<file path="src/rtl/tx_ramp_pkg.sv">
package tx_ramp_pkg;
  localparam int AMP_W    = 10;
  localparam int RAMP_LEN = 16;
  localparam int RAMP_LOG = $clog2(RAMP_LEN);
  localparam int SYM_W    = 3;
  localparam logic [AMP_W-1:0] AMP_FULL = '1;

  // raised-cosine shape, entry k = round(1023*(1-cos(pi*k/16))/2)
  function automatic logic [AMP_W-1:0] rc_lookup(input logic [RAMP_LOG-1:0] k);
    case (k)
      4'd0:    return 10'd0;
      4'd1:    return 10'd10;
      4'd2:    return 10'd39;
      4'd3:    return 10'd86;
      4'd4:    return 10'd150;
      4'd5:    return 10'd227;
      4'd6:    return 10'd316;
      4'd7:    return 10'd412;
      4'd8:    return 10'd512;
      4'd9:    return 10'd611;
      4'd10:   return 10'd707;
      4'd11:   return 10'd796;
      4'd12:   return 10'd873;
      4'd13:   return 10'd937;
      4'd14:   return 10'd984;
      default: return 10'd1013;
    endcase
  endfunction
endpackage

</file>
<file path="src/rtl/tx_sym_timer.sv">
module tx_sym_timer #(
  parameter int SPS = 4
) (
  input  logic clk,
  input  logic rst,
  input  logic samp_en,
  input  logic tx_en,
  input  logic auto_adj,
  output logic sym_tick,
  output logic en_rise
);
  localparam int CNT_W = (SPS > 1) ? $clog2(SPS) : 1;
  localparam logic [CNT_W-1:0] CNT_LAST = CNT_W'(SPS - 1);

  logic             en_d;
  logic             pend_q;
  logic [CNT_W-1:0] cnt_q;
  logic             force_start;

  assign en_rise     = tx_en & ~en_d;
  assign force_start = auto_adj & (pend_q | en_rise);
  assign sym_tick    = samp_en & (force_start | (cnt_q == CNT_LAST));

  always_ff @(posedge clk) begin
    if (rst) begin
      en_d   <= 1'b0;
      pend_q <= 1'b0;
      cnt_q  <= '0;
    end else begin
      en_d <= tx_en;
      if (samp_en)      pend_q <= 1'b0;
      else if (en_rise) pend_q <= 1'b1;
      if (samp_en)
        cnt_q <= (force_start || cnt_q == CNT_LAST) ? '0 : cnt_q + 1'b1;
    end
  end
endmodule

</file>
<file path="src/rtl/tx_sym_mapper.sv">
module tx_sym_mapper import tx_ramp_pkg::*; (
  input  logic             clk,
  input  logic             rst,
  input  logic             samp_en,
  input  logic             take,
  input  logic             en_rise,
  input  logic             bypass_mod,
  input  logic             fifo_empty,
  input  logic [SYM_W-1:0] sym_in,
  output logic [SYM_W-1:0] sym_idx,
  output logic             sym_vld,
  output logic             underflow
);
  logic [SYM_W-1:0] acc_q, acc_base, acc_nxt;
  logic             got_word;

  assign got_word = take & ~fifo_empty;
  assign acc_base = en_rise ? '0 : acc_q;

  always_comb begin
    acc_nxt = acc_base;
    if (got_word && !bypass_mod) acc_nxt = acc_base + sym_in;
  end

  always_ff @(posedge clk) begin
    if (rst) begin
      acc_q     <= '0;
      sym_idx   <= '0;
      sym_vld   <= 1'b0;
      underflow <= 1'b0;
    end else begin
      acc_q <= acc_nxt;
      if (samp_en) begin
        sym_vld   <= take;
        underflow <= take & fifo_empty;
        if (got_word) sym_idx <= bypass_mod ? sym_in : acc_nxt;
      end
    end
  end
endmodule

</file>
<file path="src/rtl/tx_amp_ramp.sv">
module tx_amp_ramp import tx_ramp_pkg::*; (
  input  logic             clk,
  input  logic             rst,
  input  logic             samp_en,
  input  logic             load,
  input  logic             flag_in,
  input  logic             tx_en,
  input  logic             ramp_on,
  input  logic             ramp_lin,
  output logic [AMP_W-1:0] amp,
  output logic             path_active
);
  localparam int PW = $clog2(RAMP_LEN + 1);
  localparam logic [PW-1:0] POS_TOP = PW'(RAMP_LEN);

  logic             target_q, tgt_eff;
  logic [PW-1:0]    pos_q, pos_nxt;
  logic [AMP_W-1:0] amp_nxt;

  always_comb begin
    tgt_eff = tx_en & (load ? flag_in : target_q);
    if (!ramp_on)                       pos_nxt = tgt_eff ? POS_TOP : '0;
    else if (tgt_eff && pos_q != POS_TOP) pos_nxt = pos_q + 1'b1;
    else if (!tgt_eff && pos_q != '0)    pos_nxt = pos_q - 1'b1;
    else                                pos_nxt = pos_q;

    if (pos_nxt == POS_TOP) amp_nxt = AMP_FULL;
    else if (ramp_lin)      amp_nxt = AMP_W'(pos_nxt) << (AMP_W - RAMP_LOG);
    else                    amp_nxt = rc_lookup(pos_nxt[RAMP_LOG-1:0]);
  end

  always_ff @(posedge clk) begin
    if (rst) begin
      target_q    <= 1'b0;
      pos_q       <= '0;
      amp         <= '0;
      path_active <= 1'b0;
    end else if (samp_en) begin
      if (load) target_q <= flag_in;
      pos_q       <= pos_nxt;
      amp         <= amp_nxt;
      path_active <= tx_en | (pos_nxt != '0);
    end
  end
endmodule

</file>
<file path="src/rtl/tx_ramp_ctrl.sv">
module tx_ramp_ctrl import tx_ramp_pkg::*; #(
  parameter int WORD_W = 8,
  parameter int SPS    = 4
) (
  input  logic              clk,
  input  logic              rst,
  input  logic              samp_en,
  input  logic              tx_en,
  input  logic              auto_adj,
  input  logic              bypass_mod,
  input  logic              ramp_on,
  input  logic              ramp_lin,
  input  logic              fifo_empty,
  input  logic [WORD_W-1:0] fifo_data,
  output logic              fifo_pop,
  output logic [SYM_W-1:0]  sym_idx,
  output logic              sym_vld,
  output logic [AMP_W-1:0]  amp,
  output logic              path_active,
  output logic              underflow
);
  logic sym_tick, en_rise, take;

  assign take     = sym_tick & tx_en;
  assign fifo_pop = take & ~fifo_empty;

  tx_sym_timer #(.SPS(SPS)) u_timer (
    .clk(clk), .rst(rst), .samp_en(samp_en), .tx_en(tx_en),
    .auto_adj(auto_adj), .sym_tick(sym_tick), .en_rise(en_rise)
  );

  tx_sym_mapper u_map (
    .clk(clk), .rst(rst), .samp_en(samp_en), .take(take), .en_rise(en_rise),
    .bypass_mod(bypass_mod), .fifo_empty(fifo_empty),
    .sym_in(fifo_data[SYM_W-1:0]), .sym_idx(sym_idx), .sym_vld(sym_vld),
    .underflow(underflow)
  );

  tx_amp_ramp u_ramp (
    .clk(clk), .rst(rst), .samp_en(samp_en), .load(fifo_pop),
    .flag_in(fifo_data[WORD_W-1]), .tx_en(tx_en), .ramp_on(ramp_on),
    .ramp_lin(ramp_lin), .amp(amp), .path_active(path_active)
  );
endmodule

</file>
<file path="config.mk">
export PLATFORM = sky130hd
export DESIGN_NAME = tx_ramp_ctrl
export DESIGN_NICKNAME = d
export VERILOG_FILES = /design/src/rtl/tx_ramp_pkg.sv /design/src/rtl/tx_sym_timer.sv /design/src/rtl/tx_sym_mapper.sv /design/src/rtl/tx_amp_ramp.sv /design/src/rtl/tx_ramp_ctrl.sv
export SDC_FILE = /design/constraint.sdc
export NUM_CORES = 1
export LEC_CHECK = 0
export ABC_AREA = 1
export BUFFER_PORTS_ARGS = -buffer_cell sky130_fd_sc_hd__buf_2
export CORE_MARGIN = 4
export CORE_UTILIZATION = 57
export CTS_BUF_LIST = sky130_fd_sc_hd__clkbuf_4 sky130_fd_sc_hd__clkbuf_8
export DETAILED_ROUTE_END_ITERATION = 7
export PLACE_DENSITY = 0.9
export SYNTH_ARGS = -nofsm -noshare
export SYNTH_HDL_FRONTEND = slang
export SYNTH_SLANG_ARGS = --single-unit
</file>
<file path="constraint.sdc">
create_clock -name clk -period 2.7 [get_ports clk]
set_input_delay 0.405 -clock clk [delete_from_list [all_inputs] [get_ports clk]]
set_output_delay 0.405 -clock clk [all_outputs]
set_load 0.01 [all_outputs]
</file>
==> run metrics, run 1 <==
hold_ws=0.313 ns; layout cells sized above 1=24.1%; Synth Instances=between 200 and 300; RSZ-0062 raised after global routing=false; Buffers on Ports=29; top cell type by total area after synthesis=dfxtp_1; Yosys top cell area share=31.5%; synth unique cells=35; max frequency=416 MHz; Die X-Extent=~65 µm; drt drc=0; latest clock arrival within the worst-skew pair=0.34 ns; max incr delay on CP=around 0.35 ns; Min-Delay Path Class=input port to flop; syn_nets=294; initial antenna violation count=0; status=finished, final reports clean; Final Cycle Share=89.0%; routed via count=1793; Final Setup Violations=0; startpoint class of the critical path=flop; reg-to-reg slack, setup=0.30 ns; Pleak=between 1 and 1.5 nW; total wire length=4.08 mm; FF-to-FF path depth=15; Req. time, crit path=around 3.0 ns; ant diodes=0; Overflow after GRT=0; crit-path cells=inv_1, ha_1, inv_1, nor3_2, nand2_1, nand3_2, nand2_1, nor2_1, nor2_4, ha_1, inv_1, a21oi_1, a21oi_1, nand2_1, a21oi_2; origin of the critical flop-to-flop path=u_ramp.pos_q[0]$_SDFFE_PP0P_; CP endpoint kind=flop; pwr dens=531 nW/µm²; Crit Reg-Reg Endpoint=u_ramp.amp[1]$_SDFFE_PP0P_; final hold viol count=0; root buffer cell=clkbuf_4; DRT Pass-1 Iters=4; Die H=64.8 µm; sum of negative setup slack=0 ns; initial DRC count=approximately 120; largest cells by area after synthesis=dfxtp_1 (32%), nand2_1 (12%), inv_1 (7.1%); CTS buffer count=5; maximum clock insertion buffer count=2; sequential share of the synthesized area=31.5%; area grow syn2layout=14.9%; commonest non-fill, non-tap cell in the layout=nand2_1; Core Area=3080 µm²; clk slew on worst S/H paths=0.10 ns; VDD IR max=233 µV; Avg WL per Cell=11.8 µm; initial core utilization=59.8%; via/cell ratio=about 5.2; Mean Syn Cell Area=between 6 and 7 µm²; CTS tree=yes; clock sinks=29; CP max-delay cell=dfxtp_1; CTS resizes=0; max cap viols=0; Max Slew Vio Count=0; Slew headroom=around three quarters; Least-Margin Pin Slew=0.367 ns; H-tree depth=2; Hold Path Stages=3; Tot GR Track Use=21.3%; post-route ant nets=0; hold-fix buffers at CTS=0; minimum clock period=2.40 ns; placed wire-length estimate=3.02 mm; Yosys Warn Count=0; Crit Path Class=flop to flop; routability cong.=approximately 0.9; global-route wire length before repair=7.19 mm; post-synthesis register bit count=29; vias in the first global route=1677; row count=20; Worst Path Max Fanout=7; commonest non-fill, non-tap cells in the layout=nand2_1 (58), inv_1 (35), buf_2 (29), dfxtp_1 (29), nor2_1 (27); Layout Skew=0.00969 ns; hold path endpoint=u_map.underflow$_SDFFE_PP0P_; fillers=268; Hold Crit Start=fifo_empty; Mapped Area=1840 µm²; Arrival @ worst endpoint=around 2.7 ns; Die ar.=4200 µm²; post-CTS setup buffers=0; Ports=34; nets=328; largest net degree at the start of global routing=15
-- through the flow --
stage / util, % / worst slack [ns] / cells / power (W) / cell area (µm²)
2_1_floorplan: - / 0.433 / 268 / 0.000738 / 1840
3_3_place_gp: 66.3 / 0.230 / 339 / 0.000808 / 2040
3_5_place_dp: 66.3 / 0.196 / 339 / 0.000817 / 2040
4_1_cts: 68.6 / 0.184 / 347 / 0.00112 / 2110
5_1_grt: 68.7 / 0.0259 / 347 / 0.00119 / 2120
6_report: 68.7 / 0.297 / 347 / 0.00112 / 2120
-- cell families after synthesis --
group	Yosys count	synth area share, %
xor+xnor	1	0.476
simple gates	127	33.6
flops	29	31.5
buf+inv	46	9.99
compound gates	56	17.9
fa+ha+maj	9	6.52
-- power by group --
| group | switching, W | internal, W | total (W) |
|---|---|---|---|
| clock network | 0.000159 | 0.000151 | 0.000310 |
| registers | 0.0000153 | 0.000453 | 0.000468 |
| logic | 0.000227 | 0.000120 | 0.000347 |
-- layer usage --
| layer | vias to the layer above | wire length, µm | GRT usage, % |
|---|---|---|---|
| met5 | - | 0 | 0 |
| met2 | 54 | 1870 | 34.5 |
| met4 | 0 | 72 | 6.86 |
| li1 | 945 | - | - |
| met3 | 7 | 255 | 5.37 |
| met1 | 787 | 1880 | 27.7 |
-- cells in the mapped netlist (all sizes together) --
| cell type | instances |
|---|---|
| inv | 38 |
| buf | 3 |
| nand2 | 65 |
| o211ai | 2 |
| o31ai | 1 |
| nand4 | 4 |
| ha | 8 |
| a21oi | 28 |
| nor2 | 30 |
| o21ai | 21 |
| dfxtp | 29 |
| fa | 1 |
| nand3b | 1 |
| nor3 | 3 |
| xor2 | 1 |
| clkinv | 2 |
| clkbuf | 3 |
| a41oi | 1 |
| o22ai | 3 |
| or2 | 1 |
| nand3 | 23 |
-- worst max-delay path by stage --
stage	from	endpoint	cells after the start
floorplan	u_ramp.pos_q[0]$_SDFFE_PP0P_	u_ramp.amp[0]$_SDFFE_PP0P_	15
global placement	u_ramp.pos_q[0]$_SDFFE_PP0P_	u_ramp.amp[0]$_SDFFE_PP0P_	15
detailed placement	u_ramp.pos_q[0]$_SDFFE_PP0P_	u_ramp.amp[0]$_SDFFE_PP0P_	15
CTS	u_ramp.pos_q[0]$_SDFFE_PP0P_	u_ramp.amp[0]$_SDFFE_PP0P_	15
global route	u_ramp.pos_q[0]$_SDFFE_PP0P_	u_ramp.amp[1]$_SDFFE_PP0P_	15
finish	u_ramp.pos_q[0]$_SDFFE_PP0P_	u_ramp.amp[1]$_SDFFE_PP0P_	15
-- registers in the layout, indices dropped and copies added, names as in the netlist --
signal / count
u_map.acc_q: 3
u_map.sym_idx: 3
u_map.sym_vld: 1
u_map.underflow: 1
u_ramp.amp: 10
u_ramp.path_active: 1
u_ramp.pos_q: 5
u_ramp.target_q: 1
u_timer.cnt_q: 2
u_timer.en_d: 1
u_timer.pend_q: 1
-- layout make-up --
type | instances | area [µm²] | area share [%]
sequential | 29 | 581 | 27.4
clock buffer | 7 | 65.1 | 3.08
tap | 44 | 55.1 | 2.60
timing repair buffer | 33 | 175 | 8.28
multi-input combinational | 193 | 1080 | 51.2
clock inverter | 1 | 5.00 | 0.237
inverter | 40 | 153 | 7.21
-- worst max-delay path, delay by kind of cell, from the launching register on --
| family | cells | cell delay (ns) |
|---|---|---|
| adders and majority gates | 2 | 0.46 |
| DFF | 1 | 0.35 |
| buffers and inverters | 3 | 0.28 |
| and+or+nand+nor | 7 | 0.91 |
| AOI/OAI and AO/OA | 3 | 0.34 |
No activity file was read; power rests on OpenSTA's default activity.
==> inputs of run 2 (changes only) <==
==> constraint.sdc (replaced) <==
create_clock -name clk -period 2.7 [get_ports clk]
set_input_delay 0.135 -clock clk [delete_from_list [all_inputs] [get_ports clk]]
set_output_delay 0.135 -clock clk [all_outputs]
set_load 0.01 [all_outputs]
==> run 2 against run 1 <==
Die area unchanged. Clock skew is 0.0088 ns higher. Non-clock buffer count fell by 4. Sequential share of layout area shrank 0.21 points. Worst hold slack worse by 0.25 ns. Power is 13% higher. First-iteration DRC count rose by 33%. Final cell count fell by 1.2%. Cell area rose by 0.77%. Highest routed layer unchanged. Count of clock-buffer cells in the layout fell by 2. Critical path depth unchanged. Fmax up 1.2%.
==> run metrics, run 2 (synthesis gave the netlist of run 1 again) <==
status=finished, final reports clean; root buffer cell=clkbuf_4; Max Slew Vio Count=0; max frequency=421 MHz; routability cong.=0.822; Gate power share=27.1%; Least-Margin Pin Slew=0.332 ns; startpoint class of the critical path=flop; post-route ant nets=0; max cap viols=0; met3 usage in global routing=between 4 and 5%; drt drc=0; max reg flops=10; vias in the first global route=1704; GRT Max-Usage Layer=met2; Pleak=1.05 nW; Avg WL per Cell=12.0 µm; Internal Power=0.000856 W; sum of negative setup slack=0 ns; RSZ-0062 raised after global routing=false; most flop-heavy register=u_ramp.amp; switching portion of total power=approximately a third; post-CTS setup buffers=0; commonest non-fill, non-tap cells in the layout=nand2_1 (58), inv_1 (35), buf_2 (29), dfxtp_1 (29), nor2_1 (27); Buffers on Ports=29; largest net degree at the start of global routing=16; initial DRC count=between 150 and 200; total wire length=4.12 mm; Area after DPL=2010 µm²; clk slew on worst S/H paths=0.11 ns; routed via count=around 1800; met1 Track Usage GR=between 30% and 40%; Die H=64.8 µm; Clk pwr share=35.9%; CTS buffer count=5; fillers=approximately 270; Top Registers=u_ramp.amp (10), u_ramp.pos_q (5); Die ar.=4200 µm²; nets=roughly 320; Core Area=3080 µm²; placed wire-length estimate=between 3 and 4 mm; Flop pwr share=37.0%; minimum clock period=2.38 ns; VDD IR max=284 µV; Ports=34; row count=20; Worst Path Max Fanout=7; CTS tree=yes; H-tree depth=2; initial core utilization=approximately 60%; Die X-Extent=roughly 65 µm; initial antenna violation count=0; Final Setup Violations=0; clock sinks=29; Arrival @ worst endpoint=2.66 ns; DRT Pass-1 Iters=6; layout cells sized above 1=23.1%; Net Sw Power=0.000411 W; Crit Path Class=flop to flop; Design Area, Final=2130 µm²; final hold viol count=0; Layout Skew=0.0185 ns; latest clock arrival within the worst-skew pair=0.35 ns; Final Cycle Share=88.0%; Slew headroom=77.8%; commonest non-fill, non-tap cell in the layout=nand2_1; global-route wire length before repair=7.53 mm; pwr dens=594 nW/µm²; CP endpoint kind=flop; Tot GR Track Use=22.4%; via/cell ratio=about 5.3; area grow syn2layout=15.8%; met2 GRT Util=35.8%; Min-Delay Path Class=input port to flop; Req. time, crit path=2.99 ns; ant diodes=0; maximum clock insertion buffer count=2; Overflow after GRT=0
## run 2: cell types whose count changed in the layout (fill, tap and decap cells not counted)
cell / previous run / this run
clkbuf_8: 2 / 0
nand3_4: 1 / 2
bufinv_16: 0 / 2
nor3_4: 0 / 1
nand3_2: 6 / 5
buf_4: 4 / 0
nor3_2: 1 / 0
## run 2: power by group through the flow
stage / logic (W) / clock network [W] / registers, W
after floorplan: 0.000256 / 0 / 0.000482
after global routing: 0.000397 / 0.000480 / 0.000472
final: 0.000344 / 0.000455 / 0.000468
after detailed placement: 0.000333 / 0 / 0.000477
after global placement: 0.000325 / 0 / 0.000476
after CTS: 0.000335 / 0.000457 / 0.000467
## run 2: path summary, 6_finish.rpt
check	start	slack (ns)	depth (start not counted)	endpoint
setup reg to reg	u_ramp.pos_q[0]$_SDFFE_PP0P_	0.32	15	u_ramp.amp[1]$_SDFFE_PP0P_
hold / removal	fifo_empty	0.06	3	u_map.underflow$_SDFFE_PP0P_
setup / recovery	u_ramp.pos_q[0]$_SDFFE_PP0P_	0.32	15	u_ramp.amp[1]$_SDFFE_PP0P_
hold reg to reg	u_timer.pend_q$_SDFFE_PP0P_	0.47	2	u_timer.pend_q$_SDFFE_PP0P_
## run 2: per-layer routing
metal,up-vias,share of wire [%]
li1,928,-
met5,-,0
met1,837,46
met3,3,6.4
met2,55,47
met4,0,0.70
## run 2: worst max-delay path, stage by stage, from the launching register on
cell and delay, ns:
dfxtp_1 0.37, inv_1 0.13, ha_1 0.16, inv_1 0.07, nor3_4 0.16, nand2_1 0.13
nand3_2 0.15, nand2_1 0.07, nand2_1 0.13, nand3_4 0.12, ha_1 0.32, inv_1 0.08
a21oi_1 0.08, a21oi_1 0.13, nand2_1 0.09, a21oi_2 0.11
## run 2: final cells by class
type	count	area [µm²]	area share [%]
clock inverter	3	65.1	3.05
tap	44	55.1	2.58
timing repair buffer	29	145	6.81
inverter	40	153	7.16
multi-input combinational	193	1100	51.4
clock buffer	5	37.5	1.76
sequential	29	581	27.2
## run 2: through the flow
step	hold slack (ns)	worst slack [ns]	total power [W]	utilization (%)	cells
finish	0.0613	0.325	0.00127	69.3	343
global placement	0.398	0.238	0.000801	65.3	335
CTS	0.0498	0.159	0.00126	68.7	343
global route	0.0504	0.00631	0.00135	69.3	343
floorplan	0.260	0.433	0.000738	-	268
detailed placement	0.413	0.181	0.000810	65.3	335
## run 2: repair_timing
item / 4_1_cts / 5_1_grt
endpoints found under the setup margin: 0 / 5
hold buffers: 0 / 0
gates resized for setup: 0 / 3
==> inputs of run 3 (changes only) <==
==> constraint.sdc (replaced) <==
create_clock -name clk -period 2.73 [get_ports clk]
set_input_delay 0.1365 -clock clk [delete_from_list [all_inputs] [get_ports clk]]
set_output_delay 0.1365 -clock clk [all_outputs]
set_load 0.01 [all_outputs]
==> run 3 against run 2 <==
Sequential share of layout area rose by 0.18 points. Final cell count unchanged. Global-route usage is 0.27 points lower. Clock skew fell by 0.0034 ns. Core utilization fell by 0.45 points.
==> run metrics, run 3 (synthesis gave the netlist of run 1 again) <==
initial antenna violation count=0; Ports=34; Area after DPL=2010 µm²; Top delay family on crit path=simple AND/OR/NAND/NOR gates; routed via count=approximately 1800; H-tree depth=2; status=finished, final reports clean; Layout Skew=~0.015 ns; root buffer cell=clkbuf_4; Arrival @ worst endpoint=2.73 ns; Internal Power=0.000844 W; Max Slew Vio Count=0; Gate power share=27.2%; commonest non-fill, non-tap cell in the layout=nand2_1; Core Area=3080 µm²; maximum clock insertion buffer count=2; pwr dens=591 nW/µm²; CTS resizes=0; crit path buf inv count=3; vias in the first global route=1711; clk slew on worst S/H paths=between 0.1 and 0.15 ns; post-route ant nets=0; CTS buffer count=5; Die X-Extent=64.8 µm; placed wire-length estimate=between 3 and 4 mm; clock sinks=29; Avg WL per Cell=12.4 µm; hold-fix buffers at CTS=0; final hold viol count=0; post-CTS setup buffers=0; ant diodes=0; drt drc=0; Final Setup Violations=0; Req. time, crit path=between 3 and 4 ns; Worst Path Max Fanout=7; via/cell ratio=5.36; Die ar.=about 4200 µm²; minimum clock period=2.45 ns; Die H=about 65 µm; Clk pwr share=35.9%; total wire length=4.24 mm; Pleak=1.05 nW; routability cong.=just over 0.8; CP max-delay cell=dfxtp_1; startpoint class of the critical path=flop; Buffers on Ports=29; row count=20; Crit Path Class=flop to flop; initial core utilization=around three fifths; crit-path cells=inv_1, ha_1, inv_1, nor3_2, nand2_1, nand3_2, nand2_1, nand2_1, nand3_2, ha_1, inv_1, a21oi_1, a21oi_1, nand2_1, a21oi_2; nets=324; Net Sw Power=between 0.0004 and 0.0005 W; CTS tree=yes; Least-Margin Pin Slew=0.373 ns; latest clock arrival within the worst-skew pair=0.34 ns; most flop-heavy register=u_ramp.amp; max frequency=408 MHz; fillers=272; initial DRC count=130; Flop pwr share=37.0%; area grow syn2layout=15.0%; switching portion of total power=32.5%; Overflow after GRT=0; max incr delay on CP=0.36 ns; Min-Delay Path Class=input port to flop; Top Registers=u_ramp.amp (10), u_ramp.pos_q (5); Design Area, Final=2120 µm²; max cap viols=0; max reg flops=10; commonest non-fill, non-tap cells in the layout=nand2_1 (58), inv_1 (35), buf_2 (29), dfxtp_1 (29), nor2_1 (27); DRT Pass-1 Iters=7; VDD IR max=338 µV; CP endpoint kind=flop; largest net degree at the start of global routing=16; RSZ-0062 raised after global routing=false; Slew headroom=75.1%; sum of negative setup slack=0 ns; Final Cycle Share=89.8%; layout cells sized above 1=a little under a quarter; CP most frequent cell=nand2_1; global-route wire length before repair=around 7.4 mm; Tot GR Track Use=between 20 and 25%
## run 3: changes by cell type in the layout (fill, tap and decap cells not counted)
cell | previous run | this run
nor3_2 | 0 | 1
nand3_2 | 5 | 6
nor3_4 | 1 | 0
nand3_4 | 2 | 1
## run 3: stage by stage
stage / instances / total power [W] / util (%) / hold slack (ns) / setup WS (ns)
after global placement: 335 / 0.000793 / 65.3 / 0.399 / 0.267
final: 343 / 0.00125 / 68.8 / 0.0604 / 0.279
after detailed placement: 335 / 0.000803 / 65.3 / 0.414 / 0.192
after global routing: 343 / 0.00132 / 68.8 / 0.0607 / 0.00338
after floorplan: 268 / 0.000730 / - / 0.262 / 0.463
after CTS: 343 / 0.00124 / 68.7 / 0.0586 / 0.169
## run 3: worst paths after layout
path                                startpoint                      endpoint  slack, ns  cells past startpoint
setup / recovery  u_ramp.pos_q[0]$_SDFFE_PP0P_    u_ramp.amp[1]$_SDFFE_PP0P_       0.28                     15
hold / removal                      fifo_empty  u_map.underflow$_SDFFE_PP0P_       0.06                      3
setup reg to reg  u_ramp.pos_q[0]$_SDFFE_PP0P_    u_ramp.amp[1]$_SDFFE_PP0P_       0.28                     15
hold reg to reg    u_timer.pend_q$_SDFFE_PP0P_   u_timer.pend_q$_SDFFE_PP0P_       0.47                      2
## run 3: metal layers
layer | GRT usage [%] | vias to the layer above | part of all wire [%]
met1 | 28.2 | 838 | 45
met3 | 5.37 | 7 | 5.6
met2 | 37.2 | 61 | 48
met4 | 5.54 | 0 | 1.3
met5 | 0 | - | 0
li1 | - | 933 | -
## run 3: layout make-up
type	count	area (µm²)	area share [%]
multi-input combinational	193	1080	51.1
inverter	40	153	7.21
tap	44	55.1	2.60
clock inverter	3	65.1	3.07
clock buffer	5	37.5	1.77
timing repair buffer	29	145	6.85
sequential	29	581	27.4
## run 3: worst register-to-register path, delay by kind of cell (launching register included)
family | cells | cell delay, ns
buffers and inverters | 3 | 0.27
AO/OA/AOI/OAI | 3 | 0.32
AND/OR/NAND/NOR | 7 | 0.93
flip-flops | 1 | 0.36
adder cells (fa/ha/maj) | 2 | 0.51
## run 3: power by group through the flow
stage	clock network [W]	registers (W)	logic, W
2_1_floorplan	0	0.000477	0.000253
3_3_place_gp	0	0.000471	0.000322
3_5_place_dp	0	0.000472	0.000331
4_1_cts	0.000447	0.000462	0.000334
5_1_grt	0.000470	0.000466	0.000389
6_report	0.000449	0.000463	0.000340
